<file path="config.mk">
export PLATFORM = sky130hd
export DESIGN_NAME = pdc_corr_tester
export DESIGN_NICKNAME = d
export VERILOG_FILES = /design/src/rtl/pdc_pkg.sv /design/src/rtl/pdc_accum.sv /design/src/rtl/pdc_decide.sv /design/src/rtl/pdc_corr_tester.sv
export SDC_FILE = /design/constraint.sdc
export NUM_CORES = 1
export LEC_CHECK = 0
export BUFFER_PORTS_ARGS = -buffer_cell sky130_fd_sc_hd__buf_2
export CAP_MARGIN = 5
export CORE_MARGIN = 3
export CORE_UTILIZATION = 60
export DETAILED_ROUTE_END_ITERATION = 10
export PLACE_DENSITY = 0.76
export SLEW_MARGIN = 20
export SYNTH_ARGS = -nofsm -noshare
export SYNTH_HDL_FRONTEND = slang
export SYNTH_SLANG_ARGS = --single-unit
</file>
<file path="constraint.sdc">
create_clock -name clk_i -period 22.7 [get_ports clk_i]
set_input_delay 4.54 -clock clk_i [delete_from_list [all_inputs] [get_ports clk_i]]
set_output_delay 4.54 -clock clk_i [all_outputs]
set_load 0.005 [all_outputs]
</file>
<file path="src/rtl/pdc_pkg.sv">
package pdc_pkg;
  localparam int unsigned PIPE_STAGES = 5;
  localparam int unsigned GAIN_MARGIN = 400;  // 400*(A-B)^2
  localparam int unsigned GAIN_SPREAD = 81;   // 81*SM ; 81/400 = 0.45^2
endpackage

</file>
<file path="src/rtl/pdc_accum.sv">
module pdc_accum #(
  parameter int unsigned PT_W   = 4,
  parameter int unsigned HALF_N = 20,
  parameter int unsigned SUM_W  = 9,
  parameter int unsigned SSQ_W  = 14,
  parameter int unsigned CNT_W  = 5
) (
  input  logic                       clk_i,
  input  logic                       rst_ni,
  input  logic                       clear_i,
  input  logic                       pair_valid_i,
  input  logic [1:0][PT_W-1:0]       p_i,
  input  logic [1:0][PT_W-1:0]       q_i,
  output logic [SUM_W-1:0]           sum_lead_o,
  output logic [SUM_W-1:0]           sum_tail_o,
  output logic [SSQ_W-1:0]           ssq_o,
  output logic                       fin_o
);
  localparam int unsigned SQ_W = 2 * PT_W;

  logic [1:0][PT_W-1:0] ad;
  logic [1:0][SQ_W-1:0] sq;
  logic [CNT_W-1:0]     cnt;
  logic                 accept;

  // lane 0 feeds the lead sum, lane 1 the tail sum
  for (genvar g = 0; g < 2; g++) begin : g_lane
    assign ad[g] = (p_i[g] >= q_i[g]) ? (p_i[g] - q_i[g]) : (q_i[g] - p_i[g]);
    assign sq[g] = SQ_W'(ad[g]) * SQ_W'(ad[g]);
  end

  assign accept = pair_valid_i && !clear_i && (cnt != CNT_W'(HALF_N));

  always_ff @(posedge clk_i or negedge rst_ni) begin
    if (!rst_ni) begin
      cnt        <= '0;
      sum_lead_o <= '0;
      sum_tail_o <= '0;
      ssq_o      <= '0;
      fin_o      <= 1'b0;
    end else if (clear_i) begin
      cnt        <= '0;
      sum_lead_o <= '0;
      sum_tail_o <= '0;
      ssq_o      <= '0;
      fin_o      <= 1'b0;
    end else begin
      fin_o <= accept && (cnt == CNT_W'(HALF_N - 1));
      if (accept) begin
        cnt        <= cnt + 1'b1;
        sum_lead_o <= sum_lead_o + SUM_W'(ad[0]);
        sum_tail_o <= sum_tail_o + SUM_W'(ad[1]);
        ssq_o      <= ssq_o + SSQ_W'(sq[0]) + SSQ_W'(sq[1]);
      end
    end
  end
endmodule

</file>
<file path="src/rtl/pdc_decide.sv">
module pdc_decide
  import pdc_pkg::*;
#(
  parameter int unsigned SUM_W = 9,
  parameter int unsigned SSQ_W = 14,
  parameter int unsigned CMP_W = 30,
  parameter int unsigned NPAIR = 40
) (
  input  logic             clk_i,
  input  logic             rst_ni,
  input  logic             clear_i,
  input  logic             start_i,
  input  logic [SUM_W-1:0] sum_lead_i,
  input  logic [SUM_W-1:0] sum_tail_i,
  input  logic [SSQ_W-1:0] ssq_i,
  output logic             done_o,
  output logic             pass_o
);
  localparam int unsigned NV = PIPE_STAGES - 1;

  logic [NV:1]      v;
  logic [NV:1]      gt;
  logic [CMP_W-1:0] sum1, dif1, ss40_1;
  logic [CMP_W-1:0] sumsq2, difsq2, ss40_2;
  logic [CMP_W-1:0] spr3, mar3;
  logic [CMP_W-1:0] spr4, mar4;
  logic             sprz4;

  always_ff @(posedge clk_i or negedge rst_ni) begin
    if (!rst_ni) begin
      v <= '0; gt <= '0;
      sum1 <= '0; dif1 <= '0; ss40_1 <= '0;
      sumsq2 <= '0; difsq2 <= '0; ss40_2 <= '0;
      spr3 <= '0; mar3 <= '0;
      spr4 <= '0; mar4 <= '0; sprz4 <= 1'b0;
      done_o <= 1'b0; pass_o <= 1'b0;
    end else if (clear_i) begin
      v <= '0;
      done_o <= 1'b0;
      pass_o <= 1'b0;
    end else begin
      // stage 1: total, lead margin, 40*S2
      v[1]   <= start_i;
      gt[1]  <= sum_lead_i > sum_tail_i;
      sum1   <= CMP_W'(sum_lead_i) + CMP_W'(sum_tail_i);
      dif1   <= (sum_lead_i > sum_tail_i) ? CMP_W'(sum_lead_i - sum_tail_i) : '0;
      ss40_1 <= CMP_W'(ssq_i) * CMP_W'(NPAIR);
      // stage 2: squares
      v[2]   <= v[1];
      gt[2]  <= gt[1];
      sumsq2 <= sum1 * sum1;
      difsq2 <= dif1 * dif1;
      ss40_2 <= ss40_1;
      // stage 3: spread (never negative) and scaled margin
      v[3]   <= v[2];
      gt[3]  <= gt[2];
      spr3   <= ss40_2 - sumsq2;
      mar3   <= difsq2 * CMP_W'(GAIN_MARGIN);
      // stage 4: scaled spread
      v[4]   <= v[3];
      gt[4]  <= gt[3];
      spr4   <= spr3 * CMP_W'(GAIN_SPREAD);
      sprz4  <= spr3 == '0;
      mar4   <= mar3;
      // stage 5: decision, held until clear
      if (v[NV]) begin
        done_o <= 1'b1;
        pass_o <= gt[NV] && !sprz4 && (mar4 >= spr4);
      end
    end
  end
endmodule

</file>
<file path="src/rtl/pdc_corr_tester.sv">
module pdc_corr_tester #(
  parameter int unsigned PT_W   = 4,
  parameter int unsigned HALF_N = 20
) (
  input  logic            clk_i,
  input  logic            rst_ni,
  input  logic            clear_i,
  input  logic            pair_valid_i,
  input  logic [PT_W-1:0] lead_p_i,
  input  logic [PT_W-1:0] lead_q_i,
  input  logic [PT_W-1:0] tail_p_i,
  input  logic [PT_W-1:0] tail_q_i,
  output logic            pass_o,
  output logic            done_o
);
  localparam int unsigned NPAIR  = 2 * HALF_N;
  localparam int unsigned DMAX   = (1 << PT_W) - 1;
  localparam int unsigned SUM_W  = $clog2(HALF_N * DMAX + 1);
  localparam int unsigned SSQ_W  = $clog2(NPAIR * DMAX * DMAX + 1);
  localparam int unsigned CNT_W  = $clog2(HALF_N + 1);
  // 400*(A-B)^2 and 40*S2*81 both fit with margin
  localparam int unsigned CMP_W  = 2 * (SUM_W + 1) + 10;

  logic [SUM_W-1:0] sum_lead, sum_tail;
  logic [SSQ_W-1:0] ssq;
  logic             fin;

  pdc_accum #(
    .PT_W(PT_W), .HALF_N(HALF_N), .SUM_W(SUM_W), .SSQ_W(SSQ_W), .CNT_W(CNT_W)
  ) u_accum (
    .clk_i       (clk_i),
    .rst_ni      (rst_ni),
    .clear_i     (clear_i),
    .pair_valid_i(pair_valid_i),
    .p_i         ({tail_p_i, lead_p_i}),
    .q_i         ({tail_q_i, lead_q_i}),
    .sum_lead_o  (sum_lead),
    .sum_tail_o  (sum_tail),
    .ssq_o       (ssq),
    .fin_o       (fin)
  );

  pdc_decide #(
    .SUM_W(SUM_W), .SSQ_W(SSQ_W), .CMP_W(CMP_W), .NPAIR(NPAIR)
  ) u_decide (
    .clk_i     (clk_i),
    .rst_ni    (rst_ni),
    .clear_i   (clear_i),
    .start_i   (fin),
    .sum_lead_i(sum_lead),
    .sum_tail_i(sum_tail),
    .ssq_i     (ssq),
    .done_o    (done_o),
    .pass_o    (pass_o)
  );
endmodule

</file>
== After elaboration in Yosys (flattened, before gate mapping) ==
Index checks and enable logic that the tools add are counted.
Word-level totals
  register bits after elaboration: 315
  output and inout port bits: 2
  bits of input ports: 20
Operators by class
  equal/unequal tests: 2
  $mul: 7
  muxes and demuxes: 17
  magnitude comparators: 4
  add/sub/neg operators: 12
  reductions and logical operators: 10
Operator list (number)
  $mul 30x30->30: 2
  $mux 9: 4
  $ge 30x30->1: 1
  $logic_not 30->1: 1
  $mul 30x5->26 const B: 1
  $mul 30x7->30 const B: 1
  $mux 30: 1
  $sub 20x30->30: 1
  $add 14x8->14: 2
  $mux 14: 2
  $add 9x4->9: 2
  $mul 14x3->17 const B: 1
  $mul 4x4->8: 2
  $sub 4x4->4: 4
  $mux 4: 3
  $add 9x9->10: 1
  $mux 5: 2
  $sub 9x9->10: 1
  $gt 9x9->1: 1
  $ge 4x4->1: 2
  $add 5x1->5 const B: 1
  $eq 5x5->1 const B: 1
  $logic_and 1x1->1: 5
  $mux 1: 5
  3 further kinds: 5

== Longest topological paths before layout ==
Gate-level depths: netlist of the first run.
  depth after elaboration: 7
  mapped depth: 31
  gate-level depth less buffers: 29

== Hierarchy ==
From an unflattened synthesis of the first run, not the netlist that was laid out.
Second synthesis, totals
  cells, all modules: 3078
  area total of the unflattened synthesis: 29056.6 µm²
By module, submodules not included
  pdc_decide: times used 1, area each 25369.3 µm², cells an instance 2666
  pdc_accum: times used 1, area each 3687.3 µm², cells an instance 412

== Least setup slack after synthesis of the first run ==
OpenSTA, ideal clock, no wires.
  kind: in2reg
  start point: input tail_p_i[0]
  end point: register u_accum.ssq_o[10]
  stages on the path: 28
  arrival: 10.095 ns
  path slack: 12.473 ns
  cell sequence: inv_1 > ha_1 > inv_1 > fa_1 > a21o_1 > a21o_1 > a21oi_1 > mux2i_1 > xnor2_1 > nand2_1 > fa_1 > inv_1 > fa_1 > inv_1 > fa_1 > inv_1 > fa_1 > inv_1 > fa_1 > nor2b_1 > o21ai_0 > a21boi_0 > o21ai_0 > a21oi_1 > o21ai_0 > a21oi_1 > xnor2_1 > nor2_1
Between the ends
  word-level cells in the longest chain between the ends: 6
RTL lines
  start: declaration: RTL line pdc_corr_tester.sv:11  | input logic [PT_W-1:0] tail_p_i,
  $sub 4x4->4 or $ge 4x4->1 (tied branches): RTL line pdc_accum.sv:28  | assign ad[g] = (p_i[g] >= q_i[g]) ? (p_i[g] - q_i[g]) : (q_i[g] - p_i[g]);
  $mux 4 *: RTL line pdc_accum.sv:28
  $mul 4x4->8 *: RTL line pdc_accum.sv:29  | assign sq[g] = SQ_W'(ad[g]) * SQ_W'(ad[g]);
  $add 14x8->14 *: RTL line pdc_accum.sv:53  | ssq_o <= ssq_o + SSQ_W'(sq[0]) + SSQ_W'(sq[1]);
  $mux 14 *: RTL line pdc_accum.sv:49  | if (accept) begin
  $mux 14 *: RTL line pdc_accum.sv:41  | end else if (clear_i) begin
  end signal: assignment: RTL line pdc_accum.sv:53
  end: declaration: RTL line pdc_accum.sv:16  | output logic [SSQ_W-1:0] ssq_o,
Every way passes the cells marked *; elsewhere a longest branch is shown, timed or not. The select of a mux whose other input is x is not followed.
A chain may end at the register's enable or synchronous reset.

== Worst setup path after layout of the first run ==
Same ends and word-level chain as after synthesis.

==> results.yml, run 1 <==
outcome:
  status: "complete, no violations"
route:
  routed_wl_microns: 59280
  vias: 20190
  via_per_inst: 5.399
  ant_nets: 0
  drc_errors: 0
  drtPass1Iterations: 7
  drtIter0Drc: 1009
  wl_per_cell_microns: 15.85
cts:
  cts_tree: "built"
  clk_latency_ps: 580
  post_cts_resized: 0
  post_cts_buffers: 0
  cts_buffers: 30
  postCtsHoldBufs: 0
  clkTransAtPathRegs_ps: 80
  numClockSinks: 257
  h-tree-depth: 1
  clockBufferDepth: 3
  cts_root_buf: "clkbuf_16"
critical_path:
  worst_ep_arrival_time_ps: 11090
  worstRegToRegCells: 27
  crit_path_start_kind: "input port"
  rr_endpoint: "u_decide.difsq2[24]"
  crit_type: "in -> reg"
  crit_buf_inv: 7
  slowest_stage: "fa_1"
  cp-startpoint: "tail_p_i[0]"
  endpoint: "u_accum.ssq_o[10]"
  crit_family: "adder cells"
  critPathMaxStageDelay_ps: 560
  r2r_start: "u_decide.dif1[28]"
  critPathRequiredTime_ps: 23110
  path_depth: 29
  worstSetupEndpointType: "flip-flop"
  rrSetupSlack_ps: 14640
  worstPathMaxFanout: 5
final_layout:
  layout.nets: 3876
  n_antenna_cell: 0
  filler_cell_count: 3940
  area_delta_synth_final_pct: 6.033
  drive_above_1_share_pct: 5.986
floorplanning:
  num_rows: 80
  io-pin-count: 22
  coreArea_sq_um: 47850
  dieArea_sq_um: 51140
  die_w_microns: 226.1
  die_h_microns: 226.1
  initial_core_util_pct: 60.77
sta:
  fin_skew_ps: 18.63
  hold_viol: 0
  setup_viol: 0
  grt_setup_unrepaired: "false"
  slew_headroom_pct: 31.45
  setup_tns_ps: 0
  period_needed_ps: 10680
  slew_viol_final: 0
  period_share_pct: 47.05
  max_slew.worst_pin.slew_ps: 1028
  fmax_mhz: 93.62
logic_synthesis:
  syn_area_sq_um: 29080
  yosys_warnings: 0
  synth_flop_cell: "dfrtp_1"
  yosys-top-cells-area: "dfrtp_1 (22%), ha_1 (21%), fa_1 (18%)"
  synth_edf_count: 0
  ys_ff_latch: 257
  ys_seq_area_share_pct: 22.12
  synth_cell_types: 78
  synth_top_area_share_pct: 22.12
  yosys.area.top_type: "dfrtp_1"
  synth_fp_nets: 3888
  synth-async-reset-ratio_pct: 100.0
  avgSynthCellArea_sq_um: 9.343
  synthCells: 3112
global_route:
  grt_pass1_vias: 21810
  grt_pass1_wl_microns: 104000
  grt_usage_pct: 24.57
  antenna_found_initial: 1
  grt-ovfl-total: 0
  grt_max_degree: 207
job:
  maxCapViolCount: 0
worst_hold_path:
  hold_depth: 1
  hold_path.class: "reg -> reg"
placed_design:
  hpwlAfterDp_microns: 47770
  numPortBuffers: 21
  gp_congestion: 0.8699
==> Yosys cell counts, drive strengths merged, types with 4 or more instances <==
| library cell | count |
|---|---|
| and2 | 53 |
| o41ai | 4 |
| mux2 | 72 |
| a211o | 4 |
| fa | 262 |
| a21oi | 139 |
| o211ai | 4 |
| nand2 | 238 |
| or3 | 5 |
| nor3 | 31 |
| nor4 | 8 |
| ha | 494 |
| dfrtp | 257 |
| a41oi | 4 |
| xor2 | 61 |
| o21a | 14 |
| inv | 678 |
| a211oi | 15 |
| clkbuf | 68 |
| a21o | 65 |
| or2 | 6 |
| a31oi | 13 |
| xnor2 | 125 |
| nand3 | 23 |
| nor2b | 26 |
| o21ai | 182 |
| nand2b | 21 |
| o21bai | 29 |
| buf | 4 |
| nor2 | 115 |
| and3 | 15 |
| mux2i | 8 |
| o31ai | 12 |
| nand4 | 15 |
| a221oi | 4 |
==> kinds of logic (layout without fill, tap and decap cells) <==
group | Yosys count | in the layout | synth area share, %
buffers and inverters | 750 | 762 | 9.699
flip-flops | 257 | 257 | 22.12
multiplexers | 80 | 80 | 3.064
AND/OR/NAND/NOR | 564 | 564 | 8.976
AO/OA/AOI/OAI | 518 | 518 | 11.21
adder cells (fa/ha/maj) | 757 | 757 | 39.33
XOR/XNOR | 186 | 186 | 5.603
==> area by class of cell <==
class / count / area [sq um] / share of cell area, %
clock buffer: 36 / 813.3 / 2.638
clock inverter: 20 / 250.2 / 0.8117
inverter: 678 / 2545 / 8.255
multi-input combinational: 2105 / 19830 / 64.32
sequential: 257 / 6431 / 20.86
tap: 615 / 769.5 / 2.496
timing repair buffer: 28 / 190.2 / 0.6169
==> placed cells by master, fill, tap and decap left out, types with 53 or more instances in the layout <==
| master | count |
|---|---|
| inv_1 | 678 |
| ha_1 | 494 |
| mux2_2 | 72 |
| fa_1 | 262 |
| xor2_1 | 61 |
| nor2_1 | 115 |
| and2_1 | 53 |
| xnor2_1 | 125 |
| a21o_1 | 63 |
| a21oi_1 | 138 |
| dfrtp_1 | 257 |
| nand2_1 | 237 |
| o21ai_0 | 136 |
==> metal layers <==
layer / GRT usage [%] / wire length, microns / up-vias
met4: 5.256 / 1261 / 2
li1: - / - / 9989
met2: 44.14 / 29330 / 255
met3: 2.769 / 1710 / 84
met5: 0 / 13 / -
met1: 32.20 / 26970 / 9856
==> worst reg2reg max path, delay by kind of cell (launching register included) <==
| family | cells | cell delay (ps) |
|---|---|---|
| flops | 1 | 810 |
| buf+inv | 7 | 770 |
| simple gates | 2 | 650 |
| fa+ha+maj | 9 | 4100 |
| xor+xnor | 1 | 170 |
| compound gates | 8 | 1390 |
==> worst min-delay path by stage <==
| stage | slack (ps) | from | to |
|---|---|---|---|
| floorplan | 440 | u_decide.mar3[19] | u_decide.mar3[19] |
| global placement | 440 | u_accum.fin_o | u_decide.v[1] |
| detailed placement | 460 | u_decide.v[2] | u_decide.v[3] |
| CTS | 480 | u_decide.v[2] | u_decide.v[3] |
| global route | 510 | u_decide.spr4[25] | u_decide.spr4[25] |
| finish | 470 | u_decide.v[2] | u_decide.v[3] |
==> registers in the layout (all words and copies together) (netlist names), 4 cells and up <==
register	count
u_decide.spr4	29
u_decide.sumsq2	21
u_accum.sum_tail_o	9
u_decide.ss40_2	17
u_decide.gt	4
u_decide.ss40_1	17
u_accum.cnt	5
u_decide.mar4	25
u_decide.sum1	10
u_accum.sum_lead_o	9
u_accum.ssq_o	14
u_decide.mar3	25
u_decide.dif1	10
u_decide.difsq2	25
u_decide.spr3	29
u_decide.v	4
==> through the flow <==
| stage | utilization (%) | setup WS, ps | instances | hold slack (ps) | cell area [sq um] |
|---|---|---|---|---|---|
| final | 64.44 | 12020 | 3739 | 473.0 | 30830 |
| after global routing | 64.44 | 11520 | 3739 | 511.3 | 30830 |
| after CTS | 64.44 | 12040 | 3739 | 482.7 | 30830 |
| after detailed placement | 62.21 | 11460 | 3683 | 456.0 | 29770 |
| after global placement | 62.21 | 11670 | 3683 | 443.3 | 29770 |
| after floorplan | - | 12470 | 3112 | 438.0 | 29080 |
Power of run 1 is left out: the tool's default activity adds up to more than one toggle a clock period on the data nets, which glitch-free logic cannot reach.
==> run 2, diff against run 1 <==
Settings changed: ABC_AREA from default to 1, PLACE_DENSITY 0.76 to 0.79.
Clock period 22.7 ns to 8.64 ns, I/O delays scaled along.
==> results.yml, run 2 <==
final_layout:
  final_cell_mix: "inv_1 (954), nand2_1 (724), ha_1 (494), o21ai_0 (279), fa_1 (262)"
  drive_above_1_share_pct: 3.683
  filler_cell_count: 4342
  final_common_cell: "inv_1"
  area_delta_synth_final_pct: 6.377
  reg_top3: "u_decide.spr3: 29 flops, u_decide.spr4: 29 flops"
  layout.nets: 4660
  n_antenna_cell: 0
cts:
  cts_root_buf: "clkbuf_16"
  clkTransAtPathRegs_ps: 60
  h-tree-depth: 2
  numClockSinks: 257
  postCtsHoldBufs: 0
  post_cts_resized: 0
  cts_buffers: 34
  clockBufferDepth: 3
  cts_tree: "built"
  clk_latency_ps: 540
  post_cts_buffers: 0
critical_path:
  rrSetupSlack_ps: 1370
  critPathRequiredTime_ps: 9020
  crit_path_start_kind: "flip-flop"
  critPathMostFrequentCell: "inv_1"
  cp-startpoint: "u_decide.dif1[28]"
  worstSetupEndpointType: "flip-flop"
  slowest_stage: "dfrtp_1"
  worstPathMaxFanout: 13
  worstRegToRegCells: 33
  endpoint: "u_decide.difsq2[21]"
  rr_endpoint: "u_decide.difsq2[21]"
  crit_type: "reg -> reg"
  r2r_start: "u_decide.dif1[28]"
  critPathMaxStageDelay_ps: 650
  worst_ep_arrival_time_ps: 7650
route:
  ant_nets: 0
  drc_errors: 0
  routed_wl_microns: 65640
  drtPass1Iterations: 6
  wl_per_cell_microns: 14.33
  via_per_inst: 5.297
  drtIter0Drc: 1558
  vias: 24270
worst_hold_path:
  hold_path.class: "reg -> reg"
  hold_depth: 1
logic_synthesis:
  synth_top_area_share_pct: 21.05
  avgSynthCellArea_sq_um: 7.841
  synthCells: 3896
  yosys-top-cells-count: "inv_1 (955), nand2_1 (724), ha_1 (494)"
  yosys_warnings: 0
  synth-async-reset-ratio_pct: 100.0
  syn_area_sq_um: 30550
  synth_flop_cell: "dfrtp_1"
  synth_edf_count: 0
  synth_cell_types: 56
  ys_seq_area_share_pct: 21.05
  synth_fp_nets: 4672
  yosys.area.top_type: "dfrtp_1"
  yosys-top-cells-area: "dfrtp_1 (21%), ha_1 (20%), fa_1 (17%)"
  ys_ff_latch: 257
  synth_most_common_cell: "inv_1"
floorplanning:
  initial_core_util_pct: 60.76
  io-pin-count: 22
  die_w_microns: 231.6
  coreArea_sq_um: 50270
  die_h_microns: 231.6
  num_rows: 82
  dieArea_sq_um: 53660
sta:
  slew_headroom_pct: 39.14
  setup_viol: 0
  slew_viol_final: 0
  fmax_mhz: 137.5
  hold_viol: 0
  setup_tns_ps: 0
  grt_setup_unrepaired: "false"
  max_slew.worst_pin.slew_ps: 912.9
  fin_skew_ps: 18.52
  period_share_pct: 84.16
  period_needed_ps: 7271
global_route:
  grt_usage_pct: 25.43
  use_met2_pct: 42.19
  antenna_found_initial: 0
  grt_busiest_layer: "met2"
  grt-ovfl-total: 0
  grt_use_met1_pct: 35.97
  grt_pass1_wl_microns: 113700
  use_met3_pct: 3.208
  grt_pass1_vias: 23970
  grt_max_degree: 151
placed_design:
  numPortBuffers: 21
  hpwlAfterDp_microns: 53160
  gp_congestion: 0.9299
outcome:
  status: "complete, no violations"
job:
  maxCapViolCount: 0
[run 2: changes by cell type in the layout (fill, tap and decap cells not counted), moves of 30 or more]
cell     previous run  this run
a21o_1             63        14
a21oi_1           138       210
and2_1             53         1
inv_1             678       954
mux2_2             72         0
nand2_1           237       724
nand3_1            23       136
nor2_1            115       176
o21ai_0           136       279
o21ai_1            43        13
xnor2_1           125        28
xor2_1             61        31
[run 2: worst min path at each step]
stage | start | end | slack [ps]
5_1_grt | u_accum.cnt[3] | u_accum.fin_o | 480
4_1_cts | u_accum.cnt[3] | u_accum.fin_o | 440
3_5_place_dp | u_accum.cnt[3] | u_accum.fin_o | 430
2_1_floorplan | u_accum.cnt[3] | u_accum.fin_o | 410
6_report | u_accum.cnt[3] | u_accum.fin_o | 430
3_3_place_gp | u_accum.cnt[3] | u_accum.fin_o | 420
[run 2: layout make-up]
cell class | count | area, sq um | share of cell area, %
clock inverters | 15 | 195.2 | 0.6006
flip-flops and latches | 257 | 6431 | 19.79
inverters | 963 | 3622 | 11.15
clock buffers | 47 | 1023 | 3.150
well taps | 672 | 840.8 | 2.587
multi-input cells | 2600 | 20180 | 62.11
repair buffers | 28 | 198.9 | 0.6122
[run 2: cell families after synthesis]
kind of cell             after synthesis  synth area share, %
buffers and inverters               1039                12.87
AO/OA/AOI/OAI                        608                10.77
adder cells (fa/ha/maj)              756                37.40
AND/OR/NAND/NOR                     1177                16.21
XOR/XNOR                              59                1.692
flip-flops                           257                21.05
[run 2: stage by stage]
step	hold slack, ps	worst slack [ps]	instance area, sq um	instances	util, %
finish	431.3	1369	32500	4582	64.64
global route	475.3	750.2	32500	4582	64.64
CTS	435.5	1350	32500	4582	64.64
detailed placement	425.3	1365	31280	4520	62.21
global placement	421.0	1517	31280	4520	62.21
floorplan	409.6	1700	30550	3896	-
[run 2: routing by layer]
metal	up-vias	wire length (microns)
met4	0	1304
met2	445	30800
met5	-	0
met1	11530	30850
li1	12200	-
met3	92	2696
[run 2: critical path, delay by kind of cell (launching register included)]
family	cells	cell delay, ps
simple gates	11	1180
fa+ha+maj	9	4290
compound gates	2	200
buf+inv	11	800
flops	1	650
Power of run 2 is left out for the same reason.
==> run 3, diff against run 2 <==
Clock period 8.64 ns to 6.6 ns, I/O delays scaled along.
==> results.yml, run 3 (same netlist as run 2, synthesis figures left out) <==
cts:
  clkTransAtPathRegs_ps: 70
  cts_root_buf: "clkbuf_16"
  cts_buffers: 28
  clk_latency_ps: 580
  h-tree-depth: 1
  numClockSinks: 257
  clockBufferDepth: 3
  cts_tree: "built"
global_route:
  grt_pass1_vias: 24820
  use_met3_pct: 4.105
  antenna_found_initial: 3
  grt_max_degree: 142
  grt_use_met1_pct: 36.84
  use_met2_pct: 45.71
  grt_pass1_wl_microns: 119400
  grt_busiest_layer: "met2"
  grt_usage_pct: 27.14
  grt-ovfl-total: 0
floorplanning:
  die_h_microns: 231.6
  initial_core_util_pct: 60.76
  num_rows: 82
  coreArea_sq_um: 50270
  io-pin-count: 22
  die_w_microns: 231.6
  dieArea_sq_um: 53660
route:
  drtIter0Drc: 1669
  ant_nets: 0
  routed_wl_microns: 72570
  drc_errors: 0
  wl_per_cell_microns: 15.53
  via_per_inst: 5.403
  vias: 25250
  drtPass1Iterations: 5
placed_design:
  hpwlAfterDp_microns: 58480
  place_area_sq_um: 31880
  gp_congestion: 0.9437
  numPortBuffers: 21
sta:
  fin_skew_ps: 30.68
  period_needed_ps: 6550
  slew_viol_final: 0
  setup_viol: 0
  max_slew.worst_pin.slew_ps: 914.3
  period_share_pct: 99.25
  slew_headroom_pct: 39.05
  fmax_mhz: 152.7
  setup_tns_ps: 0
  hold_viol: 0
critical_path:
  rr_endpoint: "u_decide.difsq2[23]"
  r2r_start: "u_decide.dif1[28]"
  critPathMostFrequentCell: "fa_1"
  worstPathMaxFanout: 8
  worstRegToRegCells: 28
  worstSetupEndpointType: "flip-flop"
  slowest_stage: "fa_1"
  crit_type: "reg -> reg"
  critPathRequiredTime_ps: 7050
  critPathMaxStageDelay_ps: 540
  crit_path_start_kind: "flip-flop"
  rrSetupSlack_ps: 50
  worst_ep_arrival_time_ps: 7000
job:
  maxCapViolCount: 0
final_layout:
  filler_cell_count: 4167
  area_delta_synth_final_pct: 10.16
  final_common_cell: "inv_1"
  final_cell_mix: "inv_1 (920), nand2_1 (698), ha_1 (473), o21ai_0 (267), dfrtp_1 (250)"
  layout.nets: 4759
  reg_top3: "u_decide.spr3: 29 flops, u_decide.spr4: 29 flops"
  finalInstanceArea_sq_um: 33650
  drive_above_1_share_pct: 9.450
outcome:
  status: "complete, no violations"
worst_hold_path:
  hold_path_end: "u_accum.fin_o"
  hold_depth: 1
  min_from: "u_accum.cnt[3]"
  hold_path.class: "reg -> reg"
==> run 3: per-stage QoR <==
step / std cells / hold WS (ps) / util [%] / setup WS (ps)
6_report: 4673 / 450.2 / 66.94 / 49.79
5_1_grt: 4672 / 462.2 / 66.93 / -127.3
4_1_cts: 4648 / 449.6 / 65.61 / -9.242
3_5_place_dp: 4597 / 421.6 / 63.42 / -141.4
3_3_place_gp: 4597 / 424.8 / 63.42 / -38.52
2_1_floorplan: 3896 / 409.6 / - / 20.24
==> run 3: metal layers <==
| metal | share of wire [%] | vias to the layer above |
|---|---|---|
| li1 | - | 12400 |
| met1 | 44 | 12060 |
| met2 | 47 | 643 |
| met3 | 6.4 | 147 |
| met4 | 2.7 | 0 |
| met5 | 0 | - |
==> run 3: timing repair <==
| action | CTS | global route |
|---|---|---|
| gates resized for setup | 32 | 154 |
| setup buffers | 4 | 24 |
| hold buffers | 0 | 0 |
| pin swaps | 8 | 100 |
| setup endpoints to repair | 10 | 13 |
==> run 3: critical path, delay by kind of cell, from the launching register on <==
family,cells,cell delay [ps]
flops,1,500
fa+ha+maj,9,3980
simple gates,7,750
buf+inv,8,670
compound gates,4,520
==> run 3: worst max-delay path by stage <==
stage	from	to	slack [ps]	cells after the start
floorplan	u_decide.dif1[28]	u_decide.difsq2[21]	20	37
global placement	tail_p_i[0]	u_accum.ssq_o[12]	-40	34
detailed placement	u_decide.dif1[28]	u_decide.difsq2[20]	-140	29
CTS	u_decide.dif1[28]	u_decide.difsq2[21]	-9	32
global route	u_decide.dif1[28]	u_decide.difsq2[25]	-130	32
finish	u_decide.dif1[28]	u_decide.difsq2[23]	50	28
==> run 3: final cells by class <==
| class | instances | area [sq um] | share of cell area [%] |
|---|---|---|---|
| Multi-Input combinational cell | 2600 | 20800 | 61.80 |
| Sequential cell | 257 | 6440 | 19.14 |
| Inverter | 963 | 3630 | 10.79 |
| Timing Repair Buffer | 133 | 1013 | 3.012 |
| Tap cell | 672 | 840.8 | 2.499 |
| Clock buffer | 35 | 747.0 | 2.220 |
| Clock inverter | 12 | 181.4 | 0.5391 |
| Antenna cell | 1 | 2.502 | 0.007436 |
Power of run 3 is left out for the same reason.
